--- src/rtl/dfh_pkg.sv ---
package dfh_pkg;

   // Channel cause bit positions; software decodes these positions.
   typedef enum int unsigned {
      CZ_LD   = 0,
      CZ_ST   = 1,
      CZ_FIFO = 2,
      CZ_WDOG = 3
   } cz_e;

   localparam int CW = 4;

   function automatic int imax(input int a, input int b);
      return (a > b) ? a : b;
   endfunction

endpackage

--- src/rtl/dfh_chan.sv ---
module dfh_chan
   import dfh_pkg::*;
#(
   parameter int AW         = 32,
   parameter bit WDOG_ABORT = 1'b1
) (
   input  logic          clk,
   input  logic          rst_n,
   input  logic          ld_i,
   input  logic          st_i,
   input  logic          fifo_i,
   input  logic          wdog_i,
   input  logic          precise_i,
   input  logic [AW-1:0] addr_i,
   input  logic          clr_i,
   input  logic [CW-1:0] clr_mask_i,
   input  logic          kill_i,
   output logic [CW-1:0] stat_o,
   output logic          halt_o,
   output logic          inval_o,
   output logic          flush_o,
   output logic [AW-1:0] pc_o
);

   logic          wd_cz;
   logic [CW-1:0] cz;
   logic [CW-1:0] stat_q, stat_d, keep;
   logic          entry;
   logic          inval_q, flush_q;
   logic [AW-1:0] pc_q;

   // Watchdog variant: abort the channel, or leave it to the manager.
   generate
      if (WDOG_ABORT) begin : g_wd_abort
         assign wd_cz = wdog_i;
      end else begin : g_wd_irq
         assign wd_cz = wdog_i & 1'b0;
      end
   endgenerate

   always_comb begin
      cz          = '0;
      cz[CZ_LD]   = ld_i;
      cz[CZ_ST]   = st_i;
      cz[CZ_FIFO] = fifo_i;
      cz[CZ_WDOG] = wd_cz;
   end

   always_comb begin
      keep = kill_i ? '0 : stat_q;
      if (clr_i) keep = keep & ~clr_mask_i;
      stat_d = keep | cz;
   end

   assign entry = ~(|stat_q) & (|cz);

   always_ff @(posedge clk or negedge rst_n) begin
      if (!rst_n) begin
         stat_q  <= '0;
         inval_q <= 1'b0;
         flush_q <= 1'b0;
         pc_q    <= '0;
      end else begin
         stat_q  <= stat_d;
         inval_q <= entry;
         flush_q <= entry;
         if (entry && precise_i) pc_q <= addr_i;
      end
   end

   assign stat_o  = stat_q;
   assign halt_o  = |stat_q;
   assign inval_o = inval_q;
   assign flush_o = flush_q;
   assign pc_o    = pc_q;

endmodule

--- src/rtl/dfh_mgr.sv ---
module dfh_mgr #(
   parameter int MCW        = 2,
   parameter int NCH        = 4,
   parameter bit WDOG_ABORT = 1'b1,
   localparam int MSW       = MCW + 1
) (
   input  logic           clk,
   input  logic           rst_n,
   input  logic [MCW-1:0] err_i,
   input  logic [NCH-1:0] wdog_i,
   input  logic           clr_i,
   input  logic [MSW-1:0] clr_mask_i,
   output logic [MSW-1:0] stat_o
);

   logic           lock;
   logic [MSW-1:0] stat_q, stat_d;

   generate
      if (WDOG_ABORT) begin : g_lock_off
         assign lock = (|wdog_i) & 1'b0;
      end else begin : g_lock_on
         assign lock = |wdog_i;
      end
   endgenerate

   always_comb begin
      stat_d = stat_q;
      if (clr_i) stat_d = stat_d & ~clr_mask_i;
      stat_d = stat_d | {lock, err_i};
   end

   always_ff @(posedge clk or negedge rst_n) begin
      if (!rst_n) stat_q <= '0;
      else        stat_q <= stat_d;
   end

   assign stat_o = stat_q;

endmodule

--- src/rtl/dfh_rdmux.sv ---
module dfh_rdmux
   import dfh_pkg::*;
#(
   parameter int NCH = 4,
   parameter int MSW = 3,
   parameter int SRW = 4,
   parameter int SW  = 3
) (
   input  logic [NCH-1:0][CW-1:0] chan_stat_i,
   input  logic [MSW-1:0]         mgr_stat_i,
   input  logic [SW-1:0]          rd_sel_i,
   output logic [SRW-1:0]         rd_status_o,
   output logic                   rd_fault_o,
   output logic                   irq_o
);

   always_comb begin
      rd_status_o = '0;
      for (int i = 0; i < NCH; i++) begin
         if (rd_sel_i == SW'(i)) rd_status_o[CW-1:0] = chan_stat_i[i];
      end
      if (rd_sel_i == SW'(NCH)) rd_status_o[MSW-1:0] = mgr_stat_i;
   end

   assign rd_fault_o = |rd_status_o;
   assign irq_o      = (|chan_stat_i) | (|mgr_stat_i);

endmodule

--- src/rtl/dma_fault_ctl.sv ---
module dma_fault_ctl
   import dfh_pkg::*;
#(
   parameter int NCH        = 4,
   parameter int AW         = 32,
   parameter int MCW        = 2,
   parameter bit WDOG_ABORT = 1'b1,
   localparam int MSW       = MCW + 1,
   localparam int SRW       = imax(CW, MSW),
   localparam int SW        = $clog2(NCH + 1)
) (
   input  logic                   clk,
   input  logic                   rst_n,
   input  logic [NCH-1:0]         ld_err_i,
   input  logic [NCH-1:0]         st_err_i,
   input  logic [NCH-1:0]         fifo_err_i,
   input  logic [NCH-1:0]         wdog_req_i,
   input  logic [NCH-1:0]         precise_i,
   input  logic [NCH-1:0][AW-1:0] fault_pc_i,
   input  logic [MCW-1:0]         mgr_err_i,
   input  logic                   clr_we_i,
   input  logic [SW-1:0]          clr_sel_i,
   input  logic [SRW-1:0]         clr_mask_i,
   input  logic [NCH-1:0]         kill_i,
   input  logic [SW-1:0]          rd_sel_i,
   output logic [SRW-1:0]         rd_status_o,
   output logic                   rd_fault_o,
   output logic                   irq_o,
   output logic [NCH-1:0]         halt_o,
   output logic [NCH-1:0]         inval_o,
   output logic [NCH-1:0]         flush_o,
   output logic [NCH-1:0][AW-1:0] pc_o
);

   generate
      if (NCH < 1 || NCH > 64) begin : g_bad_nch
         $error("dma_fault_ctl: NCH must lie in 1..64");
      end
      if (AW < 2) begin : g_bad_aw
         $error("dma_fault_ctl: AW must be at least 2");
      end
      if (MCW < 1 || MCW > 16) begin : g_bad_mcw
         $error("dma_fault_ctl: MCW must lie in 1..16");
      end
   endgenerate

   logic [NCH-1:0][CW-1:0] chan_stat;
   logic [MSW-1:0]         mgr_stat;

   genvar gi;
   generate
      for (gi = 0; gi < NCH; gi++) begin : g_ch
         logic clr_hit;
         assign clr_hit = clr_we_i && (clr_sel_i == SW'(gi));

         dfh_chan #(
            .AW         (AW),
            .WDOG_ABORT (WDOG_ABORT)
         ) u_chan (
            .clk        (clk),
            .rst_n      (rst_n),
            .ld_i       (ld_err_i[gi]),
            .st_i       (st_err_i[gi]),
            .fifo_i     (fifo_err_i[gi]),
            .wdog_i     (wdog_req_i[gi]),
            .precise_i  (precise_i[gi]),
            .addr_i     (fault_pc_i[gi]),
            .clr_i      (clr_hit),
            .clr_mask_i (clr_mask_i[CW-1:0]),
            .kill_i     (kill_i[gi]),
            .stat_o     (chan_stat[gi]),
            .halt_o     (halt_o[gi]),
            .inval_o    (inval_o[gi]),
            .flush_o    (flush_o[gi]),
            .pc_o       (pc_o[gi])
         );
      end
   endgenerate

   logic mgr_clr;
   assign mgr_clr = clr_we_i && (clr_sel_i == SW'(NCH));

   dfh_mgr #(
      .MCW        (MCW),
      .NCH        (NCH),
      .WDOG_ABORT (WDOG_ABORT)
   ) u_mgr (
      .clk        (clk),
      .rst_n      (rst_n),
      .err_i      (mgr_err_i),
      .wdog_i     (wdog_req_i),
      .clr_i      (mgr_clr),
      .clr_mask_i (clr_mask_i[MSW-1:0]),
      .stat_o     (mgr_stat)
   );

   dfh_rdmux #(
      .NCH (NCH),
      .MSW (MSW),
      .SRW (SRW),
      .SW  (SW)
   ) u_rd (
      .chan_stat_i (chan_stat),
      .mgr_stat_i  (mgr_stat),
      .rd_sel_i    (rd_sel_i),
      .rd_status_o (rd_status_o),
      .rd_fault_o  (rd_fault_o),
      .irq_o       (irq_o)
   );

endmodule

--- config.mk ---
export PLATFORM = sky130hd
export DESIGN_NAME = dma_fault_ctl
export DESIGN_NICKNAME = d
export VERILOG_FILES = /design/src/rtl/dfh_pkg.sv /design/src/rtl/dfh_chan.sv /design/src/rtl/dfh_mgr.sv /design/src/rtl/dfh_rdmux.sv /design/src/rtl/dma_fault_ctl.sv
export SDC_FILE = /design/constraint.sdc
export NUM_CORES = 1
export LEC_CHECK = 0
export ABC_AREA = 1
export BUFFER_PORTS_ARGS = -buffer_cell sky130_fd_sc_hd__clkbuf_2
export CORE_MARGIN = 10
export CORE_UTILIZATION = 40
export CTS_CLUSTER_SIZE = 40
export DETAILED_ROUTE_END_ITERATION = 7
export GPL_ROUTABILITY_DRIVEN = 0
export PLACE_DENSITY = 0.74
export RECOVER_POWER = 25
export SYNTH_ARGS = -nofsm -noshare
export SYNTH_HDL_FRONTEND = slang
export SYNTH_SLANG_ARGS = --single-unit
export TNS_END_PERCENT = 20
--- constraint.sdc ---
create_clock -name clk -period 3.2 [get_ports clk]
set_clock_uncertainty 0.15 [all_clocks]
set_input_delay 0.16 -clock clk [delete_from_list [all_inputs] [get_ports clk]]
set_output_delay 0.16 -clock clk [all_outputs]
set_load 0.05 [all_outputs]
==> results of run 1 <==
logic make-up (layout without fill, tap and decap cells):
kind of cell,count (synthesis),in the layout,synth area share [%]
simple gates,336,336,22.0
compound gates,83,83,9.97
flops,151,151,56.7
other cells,0,3,0
buf+inv,156,628,11.3
worst reg2reg max path: cells and delay by family, from the launching register on:
family | cells | cell delay [ps]
and+or+nand+nor | 5 | 1050
buffers and inverters | 3 | 490
DFF | 1 | 400
layout make-up:
type,instances,area [um^2]
Tap cell,220,275
Sequential cell,151,3780
Multi-Input combinational cell,419,2130
Inverter,110,413
Timing Repair Buffer,486,3300
Fill cell,1253,5970
Antenna cell,3,7.51
Clock inverter,14,161
Clock buffer,18,429
state kept, by name (all words and copies together), names as in the netlist:
signal,count
g_ch.u_chan.pc_o,128
g_ch.u_chan.stat_o,16
g_ch.u_chan.inval_o,4
u_mgr.stat_o,3
power by group through the flow:
| stage | combinational, W | clock (W) | sequential, W |
|---|---|---|---|
| 2_1_floorplan | 0.000329 | 0 | 0.00308 |
| 4_1_cts | 0.00177 | 0.00203 | 0.00228 |
| 3_5_place_dp | 0.00160 | 0 | 0.00231 |
| 3_3_place_gp | 0.00158 | 0 | 0.00231 |
| 5_1_grt | 0.00189 | 0.00212 | 0.00232 |
| 6_report | 0.00178 | 0.00199 | 0.00229 |
through the flow:
stage	cell area, um^2	hold WS (ps)	utilization (%)	setup WS (ps)
6_report	10500	107	63.8	984
5_1_grt	10500	101	63.7	770
4_1_cts	10500	89.9	63.8	1050
3_5_place_dp	8230	60.3	50.0	1040
3_3_place_gp	8230	59.9	50.0	1160
2_1_floorplan	6670	-286	-	1240
cells in the final DEF (no fill, tap or decap), types with 3 or more instances in the layout:
cell           netlist  final
o211ai_1             4      4
nand3_1             74     74
buf_4               18      5
dlygate4sd3_1        0    168
nor2_1              23     23
nand2_1            213    213
nand4_1             13     13
o21ai_1              9      9
o31ai_1             12     12
inv_1              109    109
clkbuf_2             0    311
nor3_1               3      3
diode_2              0      3
o21ai_2             55     55
inv_6                0      5
clkbuf_16            0     17
dfrtp_1            151    151
and2_1               3      3
worst max-delay path by stage:
| stage | to | cells past startpoint |
|---|---|---|
| 6_report | g_ch[0].u_chan.pc_o[27]$_DFFE_PN0P_ | 8 |
| 5_1_grt | g_ch[3].u_chan.stat_o[2]$_DFF_PN0_ | 3 |
| 4_1_cts | irq_o | 3 |
| 3_5_place_dp | g_ch[0].u_chan.pc_o[27]$_DFFE_PN0P_ | 8 |
| 3_3_place_gp | g_ch[0].u_chan.pc_o[6]$_DFFE_PN0P_ | 8 |
| 2_1_floorplan | rd_fault_o | 7 |
metal layers:
layer  vias to the layer above  global-route usage [%]  wire (um)
met3                        56                    7.40       2280
met1                      3131                    24.8       9190
met4                         0                    9.13        789
li1                       3185                       -          -
met5                         -                       0          0
met2                       360                    34.9      11700
what timing repair did:
action / 4_1_cts / 5_1_grt
endpoints found under the hold margin: 213 / 0
hold buffers: 168 / 0
resized for setup: 0 / 0
==> qor.txt, run 1 <==
status - finished with violations
failing checks - capacitance limit, slew limit
delay-heaviest family, CP - simple AND/OR/NAND/NOR gates
hpwl dp - 15500 um
slowest stage delay, CP - 450 ps
Total Wirelength - 23900 um
fin. max-slew vios - 68
Hold WC Path Type - in2reg
cell depth of the worst hold path - 4
CTS tree - done
Setup Buffers After CTS - 0
dpl cells - 1218
CP max-delay cell - nand2_2
Switching Share - 38.2%
Bufs on Longest Clock Path - 2
main area contributors after synthesis - dfrtp_1 57%, nand2_1 12%, o21ai_2 7.2%
unrepaired setup endpoints after global routing - false
Comb power frac - 29.4%
Net Switching - 0.00232 W
Die Footprint - 22200 um^2
leak pwr - 5.92 nW
largest net degree at the start of global routing - 69
synthesis-stage register bit count - 151
Unique masters post-synth - 23
Hold Crit Endpoint - g_ch[2].u_chan.inval_o$_DFF_PN0_
R2R Path End - g_ch[0].u_chan.pc_o[27]$_DFFE_PN0P_
DRT Pass-1 Iters - 6
via count - 6732
Final #Nets - 1352
root buf cell - clkbuf_16
area leader, netlist - dfrtp_1
H-tree levels - 4
VDD IR-drop max - 0.339 mV
total grt overflow - 0
PortBufs - 312
pwr dens - 578 nW/um^2
Period Utilization, post-route - 69.3%
remaining antenna violation count - 0
Rows - 47
CTS clock-pin slew for the worst setup and hold paths - 70 ps
Pwr Total - 0.00606 W
chip height - 149 um
Yosys warning count - 0
CTS sink cnt - 151
cell count after synthesis - 726
CP Cell Sequence - inv_1 > nand4_1 > inv_1 > and2_1 > buf_4 > nand2_2 > nand2_1 > nand2_1
vias in the first global route - 7076
worst hold start - fifo_err_i[2]
Worst Setup End Kind - register
ys async rst share - 100%
number of synthesized flops with an enable pin - 0
Mapped Nets - 893
clock group share of total power - 32.8%
Rel. slew slack - -15.3%
# setup viols final - 0
sequential element share of the synthesized area - 56.7%
Die X - 149 um
internal power - 0.00375 W
register share of total power - 37.8%
CP Max Fanout - 34
initial antenna violation count - 1
drt wl/cell - 16.9 um
Initial Utilization - 40.5%
area grow syn2layout - 57.5%
Avg Cell Area, Syn - 9.18 um^2
max cap viols - 1
cells on worst reg2reg path - 8
min Tclk post-route - 2220 ps
max frequency - 0.451 GHz
Startpoint Class - register
leading cell types by count after synthesis - 213 x nand2_1, 151 x dfrtp_1, 109 x inv_1, 74 x nand3_1, 55 x o21ai_2
number of remaining DRC errors - 0
worst r2r src - g_ch[0].u_chan.stat_o[0]$_DFF_PN0_
via/cell ratio - 4.74
share of the synthesized area in the top cell type - 56.7%
Core Region - 16500 um^2
share of cells above drive strength 1 - 34.2%
worst setup path start - g_ch[0].u_chan.stat_o[0]$_DFF_PN0_
CP Data Arrival Time - 2370 ps
final setup TNS - 0 ps
cts bufs inserted - 17
CP Class - reg2reg
first-pass GRT wire length - 37700 um
Iteration-0 DRC Markers - 370
CP required - 3360 ps
Worst-Margin Slew - 1730 ps
Buf/Inv on CP - 3
clk_lat worst skew - 420 ps
Primary FF master, synth - dfrtp_1
cell with the most instances after synthesis - nand2_1
R2R Setup Slk - 980 ps
GRT Total Usage - 21.3%
fin cells - 1421
Post-Syn Area - 6670 um^2
Hold Vio Cnt, Final - 0
IO Count - 313
(Power assumes the default switching activity.)
==> run 2, diff against run 1 <==
Settings changed: ABC_AREA 1 to 0, PLACE_DENSITY 0.74 to 0.75.
Clock period 3.2 ns to 2.04 ns, I/O delays scaled along.
==> qor.txt, run 2 <==
number of remaining DRC errors - 0 (unchanged)
area grow syn2layout - 66.2%
cell count after synthesis - 395 (-46%)
clk_lat worst skew - 410 ps (about the same)
sequential standard cell area - 3780 um^2 (unchanged)
GR Util met3 - 6.84% (-0.57 points)
cts bufs inserted - 17 (unchanged)
Unique masters post-synth - 32 (+39%)
most frequent cells in the layout - 304 x clkbuf_2, 167 x dlygate4sd3_1, 151 x dfrtp_1, 124 x mux2_4
synthesis-stage register bit count - 151 (unchanged)
total grt overflow - 0 (unchanged)
Rel. slew slack - 28.2% (+44 points)
most common cell after layout, fill and taps aside - clkbuf_2
VDD IR-drop max - 0.570 mV (+68%)
# setup viols final - 44 (+44)
internal power - 0.00664 W (+77%)
Buf/Inv on CP - 1 (-2)
DRT Pass-1 Iters - 4 (-2)
main area contributors after synthesis - dfrtp_1 58%, mux2_4 28%, a31o_2 2.1%
drt wl/cell - 19.9 um (+18%)
Final #Nets - 1066 (-21%)
Min Hold Slack - 84.4 ps (-22.5 ps)
min Tclk post-route - 2380 ps
Post-Syn Area - 6540 um^2 (-1.9%)
chip height - 148 um (-0.83%)
CP Data Arrival Time - 2130 ps (-240 ps)
CP required - 1790 ps (-1570 ps)
Hold Vio Cnt, Final - 0 (unchanged)
ys async rst share - 100% (unchanged)
IO Count - 313 (unchanged)
CTS sink cnt - 151 (unchanged)
via count - 5279 (-22%)
H-tree levels - 4 (unchanged)
Period Utilization, post-route - 117%
CTS clock-pin slew for the worst setup and hold paths - 70 ps (about the same)
CP Class - reg2out
Worst-Margin Slew - 1080 ps (-653 ps)
first-pass GRT wire length - 35200 um (-6.6%)
GRT Total Usage - 20.3% (-0.97 points)
CP Max Fanout - 2 (-94%)
Mapped Nets - 562 (-37%)
number of synthesized flops with an enable pin - 0 (unchanged)
Layout fillers - 1077 (-14%)
Die X - 148 um (-0.83%)
Core Region - 15900 um^2 (-3.2%)
hpwl dp - 15400 um (-0.60%)
busiest layer in global routing - met2
Avg Cell Area, Syn - 16.6 um^2 (+80%)
leading cell types by count after synthesis - 151 x dfrtp_1, 120 x mux2_4, 21 x nand2_1, 16 x a31o_2
delay-heaviest family, CP - simple AND/OR/NAND/NOR gates
Worst Setup End Kind - primary output
Net Switching - 0.00404 W (+74%)
Hold WC Path Type - in2reg
via/cell ratio - 4.68 (-1.3%)
Switching Share - 37.8% (-0.43 points)
final worst slack - -341 ps (-1320 ps)
Rows - 46 (-2.1%)
Iteration-0 DRC Markers - 217 (-41%)
initial antenna violation count - 1 (unchanged)
worst setup path start - g_ch[0].u_chan.stat_o[3]$_DFF_PN0_
share of cells above drive strength 1 - 58.4% (+24 points)
remaining antenna violation count - 0 (unchanged)
leak pwr - 5.84 nW (-1.4%)
pwr dens - 983 nW/um^2 (+70%)
Total Wirelength - 22500 um (-6.2%)
largest net degree at the start of global routing - 58 (-16%)
Comb power frac - 35.1% (+5.7 points)
CP Cell Sequence - mux4_2 > and2_4 > or4_4 > clkbuf_16
root buf cell - clkbuf_16
PortBufs - 312 (unchanged)
max reg flops - 128 (unchanged)
Bufs on Longest Clock Path - 2 (unchanged)
CTS tree - done
unrepaired setup endpoints after global routing - true
fin. max-slew vios - 0 (-100%)
register share of total power - 35.8% (-2.0 points)
met2 Track Usage GR - 35.3% (+0.47 points)
sequential element share of the synthesized area - 57.8% (+1.1 points)
max cap viols - 0 (-1)
cell with the most instances after synthesis - dfrtp_1
CP max-delay cell - or4_4
met1 Usage GRT - 22.9% (-1.8 points)
Primary FF master, synth - dfrtp_1
area leader, netlist - dfrtp_1
Initial Utilization - 41.0% (+0.54 points)
share of the synthesized area in the top cell type - 57.8% (+1.1 points)
status - finished with violations
worst hold start - precise_i[1]
Yosys warning count - 0 (unchanged)
failing checks - setup timing
max frequency - 0.420 GHz
area of the multi-input gates - 2560 um^2 (+20%)
Startpoint Class - register
Pwr Total - 0.0107 W (+76%)
vias in the first global route - 6129 (-13%)
clock group share of total power - 29.0% (-3.8 points)
worst r2r src - g_ch[0].u_chan.stat_o[3]$_DFF_PN0_
slowest stage delay, CP - 520 ps (+70 ps)
Die Footprint - 21900 um^2 (-1.6%)
==> run 2: worst register-to-register path: cells and delay by family, from the launching register on <==
kind	cells	cell delay, ps
and+or+nand+nor	3	880
buffers and inverters	2	320
muxes	1	290
DFF	1	390
==> run 2: cell families (layout without fill, tap and decap cells) <==
group,count (synthesis),count (layout),synth area share (%)
other,0,1,0
multiplexers,135,135,30.2
buffers and inverters,31,548,3.87
flip-flops,151,151,57.8
AO/OA/AOI/OAI,26,26,3.23
AND/OR/NAND/NOR,52,52,4.92
==> run 2: cell type report <==
class / instances / area share, %
Sequential cell: 151 / 34.8
Timing Repair Buffer: 511 / 33.6
Multi-Input combinational cell: 213 / 23.6
Clock buffer: 18 / 3.95
Tap cell: 216 / 2.49
Clock inverter: 14 / 1.38
Inverter: 5 / 0.173
Antenna cell: 1 / 0.0230
==> run 2: routing by layer <==
metal	routed length (um)	share of wire, %
met2	11500	51
met3	1760	7.8
met1	8780	39
met4	421	1.9
met5	0	0
==> run 2: power groups by stage <==
stage | Sequential [W] | Clock, W | Combinational, W
2_1_floorplan | 0.00549 | 0 | 0.000801
5_1_grt | 0.00389 | 0.00330 | 0.00392
3_3_place_gp | 0.00382 | 0 | 0.00341
3_5_place_dp | 0.00384 | 0 | 0.00345
6_report | 0.00383 | 0.00310 | 0.00375
4_1_cts | 0.00381 | 0.00318 | 0.00374
==> run 2: worst paths after layout <==
check                                                 endpoint  slack, ps  depth (start not counted)
setup / recovery                                    rd_fault_o       -340                          4
hold / removal              g_ch[1].u_chan.pc_o[6]$_DFFE_PN0P_         80                          4
setup reg to reg            g_ch[0].u_chan.pc_o[1]$_DFFE_PN0P_       -110                          6
min in group asynchronous  g_ch[0].u_chan.pc_o[30]$_DFFE_PN0P_        260                          2
max in group asynchronous  g_ch[1].u_chan.pc_o[19]$_DFFE_PN0P_        430                          3
hold reg to reg             g_ch[1].u_chan.pc_o[8]$_DFFE_PN0P_        340                          1
==> run 2: metrics by stage <==
stage,setup TNS (ps),worst slack [ps],std cells,instance area (um^2),utilization [%]
after floorplan,0,22.4,395,6540,-
after global placement,-15.0,-15.0,920,8420,52.8
after detailed placement,-23.3,-23.3,920,8420,52.8
after CTS,-950,-355,1121,10700,67.4
after global routing,-7630,-391,1129,10900,68.2
final,-3500,-341,1129,10900,68.2
==> run 2: timing repair <==
| item | CTS | global route |
|---|---|---|
| gates cloned | 0 | 3 |
| hold buffers | 167 | 0 |
| hold endpoints to repair | 302 | 0 |
| buffers inserted | 2 | 4 |
| pin swaps | 3 | 10 |
| resized for setup | 15 | 14 |
| endpoints found under the setup margin | 4 | 82 |
==> run 3, diff against run 2 <==
--- a/config.mk
+++ b/config.mk
@@ -8,10 +8,12 @@
 export ABC_AREA = 0
 export BUFFER_PORTS_ARGS = -buffer_cell sky130_fd_sc_hd__clkbuf_2
+export CELL_PAD_IN_SITES_DETAIL_PLACEMENT = 0
+export CELL_PAD_IN_SITES_GLOBAL_PLACEMENT = 1
 export CORE_MARGIN = 10
-export CORE_UTILIZATION = 40
+export CORE_UTILIZATION = 37
 export CTS_CLUSTER_SIZE = 40
 export DETAILED_ROUTE_END_ITERATION = 7
 export GPL_ROUTABILITY_DRIVEN = 0
-export PLACE_DENSITY = 0.75
+export PLACE_DENSITY = 0.85
 export RECOVER_POWER = 25
 export SYNTH_ARGS = -nofsm -noshare
==> constraint.sdc (replaced) <==
create_clock -name clk -period 2.04 [get_ports clk]
set_clock_uncertainty 0.15 [all_clocks]
set_input_delay 0.204 -clock clk [delete_from_list [all_inputs] [get_ports clk]]
set_output_delay 0.204 -clock clk [all_outputs]
set_load 0.05 [all_outputs]
==> qor.txt, run 3 (synthesized netlist as in run 2, its figures left out) <==
status - finished with violations
failing checks - setup timing
Hold Vio Cnt, Final - 0 (unchanged)
CP Max Fanout - 2 (unchanged)
Die X - 153 um (+3.4%)
Pwr Total - 0.0109 W (+1.7%)
final setup TNS - -9740 ps (-6230 ps)
register share of total power - 35.2% (-0.6 points)
# setup viols final - 98 (+120%)
R2R Path End - g_ch[3].u_chan.pc_o[12]$_DFFE_PN0P_
Final #Nets - 1070 (+0.38%)
CTS tree - done
cells on worst reg2reg path - 8 (+2)
worst hold start - kill_i[1]
CTS sink cnt - 151 (unchanged)
Die Footprint - 23400 um^2 (+7.0%)
via count - 5238 (-0.78%)
max reg flops - 128 (unchanged)
initial antenna violation count - 2 (+1)
worst r2r src - g_ch[3].u_chan.stat_o[3]$_DFF_PN0_
PortBufs - 312 (unchanged)
first-pass GRT wire length - 34300 um (-2.6%)
VDD IR-drop max - 0.635 mV (+11%)
CP required - 1690 ps (-100 ps)
Bufs on Longest Clock Path - 2 (unchanged)
GRT Total Usage - 18.2% (-2.1 points)
cell depth of the worst hold path - 3 (-1)
Iteration-0 DRC Markers - 171 (-21%)
Rel. slew slack - 11.5% (-17 points)
pwr dens - 988 nW/um^2 (+0.58%)
most frequent cells in the layout - 299 x clkbuf_2, 162 x dlygate4sd3_1, 151 x dfrtp_1, 125 x mux2_4, 26 x buf_4
total grt overflow - 0 (unchanged)
Core Region - 17300 um^2 (+8.5%)
Worst-Margin Slew - 1330 ps (+251 ps)
clk_lat worst skew - 410 ps (about the same)
hpwl dp - 15200 um (-1.3%)
cts bufs inserted - 17 (unchanged)
via/cell ratio - 4.59 (-1.9%)
CP Data Arrival Time - 2130 ps (about the same)
internal power - 0.00682 W (+2.6%)
H-tree levels - 4 (unchanged)
area grow syn2layout - 68.0%
fin. max-slew vios - 0 (unchanged)
share of cells above drive strength 1 - 59.0% (+0.57 points)
R2R Setup Slk - -200 ps (-90 ps)
min Tclk post-route - 2480 ps (+99.1 ps)
root buf cell - clkbuf_16
final worst slack - -440 ps (-99.1 ps)
IO Count - 313 (unchanged)
DRT Pass-1 Iters - 4 (unchanged)
CP Class - reg2out
Min Hold Slack - 26.6 ps (-57.8 ps)
Layout fillers - 1234 (+15%)
Period Utilization, post-route - 122% (+4.9 points)
Rows - 48 (+4.3%)
vias in the first global route - 5975 (-2.5%)
most common cell after layout, fill and taps aside - clkbuf_2
remaining antenna violation count - 0 (unchanged)
Hold WC Path Type - in2reg
Net Switching - 0.00404 W (+0.10%)
Comb power frac - 34.9% (-0.2 points)
number of remaining DRC errors - 0 (unchanged)
max cap viols - 0 (unchanged)
Total Wirelength - 22100 um (-1.6%)
Worst Setup End Kind - primary output
CTS clock-pin slew for the worst setup and hold paths - 60 ps (about the same)
clock group share of total power - 30.0% (+1.0 points)
chip height - 153 um (+3.4%)
Placement Setup Slack - -184 ps (-160 ps)
drt wl/cell - 19.4 um (-2.7%)
Startpoint Class - register
Hold Crit Endpoint - g_ch[1].u_chan.stat_o[0]$_DFF_PN0_
Switching Share - 37.2% (-0.58 points)
Initial Utilization - 37.8% (-3.2 points)
largest net degree at the start of global routing - 51 (-12%)
max frequency - 0.403 GHz (-4.0%)
leak pwr - 5.87 nW (+0.51%)
unrepaired setup endpoints after global routing - true
run 3: changes by cell type in the layout (fill, tap and decap cells not counted), sizes merged:
cell         change
buf              +7
bufinv           +1
clkbuf           +3
clkinv           -7
clkinvlp         +3
diode            +1
dlygate4sd3      -5
inv              +1
run 3: metrics by stage:
stage	instances	util (%)	instance area, um^2
4_1_cts	1129	62.5	10800
3_5_place_dp	934	49.0	8470
2_1_floorplan	395	-	6560
3_3_place_gp	934	49.0	8470
5_1_grt	1142	63.5	11000
6_report	1142	63.5	11000
run 3: worst max-delay path, cell delays in order (launching register included):
cell	delay [ps]
dfrtp_1	380
mux4_2	470
and2_4	150
or4_4	520
clkbuf_16	190
run 3: final cells by class:
class                           instances  area (um^2)  share of cell area, %
Timing Repair Buffer                  515         3730                   34.0
Multi-Input combinational cell        213         2560                   23.3
Inverter                                5         18.8                  0.171
Tap cell                              225          282                   2.56
Clock buffer                           19          443                   4.03
Sequential cell                       151         3780                   34.4
Clock inverter                         12          165                   1.50
Antenna cell                            2         5.00                 0.0456
run 3: timing repair:
action	CTS	global route
resized for setup	24	12
cloned	0	4
setup buffers	2	7
setup endpoints to repair	10	103
pin swaps	5	15
endpoints found under the hold margin	250	0
hold buffers	162	0
run 3: layer usage:
metal / part of all wire (%) / routed length, um / global-route usage, % / vias to the layer above
li1: - / - / - / 2419
met1: 39 / 8640 / 20.5 / 2585
met2: 53 / 11600 / 31.7 / 206
met3: 6.3 / 1390 / 6.14 / 28
met4: 2.0 / 442 / 6.09 / 0
met5: 0 / 0 / 0 / -
run 3: worst max path at each step:
stage,startpoint,to,slack [ps],cells past startpoint
floorplan,g_ch[1].u_chan.stat_o[1]$_DFF_PN0_,rd_fault_o,-20,4
global placement,rd_sel_i[0],rd_fault_o,-180,7
detailed placement,rd_sel_i[0],rd_fault_o,-180,6
CTS,g_ch[1].u_chan.stat_o[1]$_DFF_PN0_,rd_fault_o,-450,5
global route,g_ch[0].u_chan.stat_o[3]$_DFF_PN0_,rd_fault_o,-500,4
finish,g_ch[3].u_chan.stat_o[3]$_DFF_PN0_,rd_fault_o,-440,4
run 3: power by group through the flow:
stage               logic, W  registers, W  clock network [W]
floorplan           0.000805       0.00549                  0
global placement     0.00344       0.00381                  0
detailed placement   0.00347       0.00384                  0
CTS                  0.00376       0.00380            0.00333
global route         0.00393       0.00388            0.00346
finish               0.00379       0.00382            0.00326
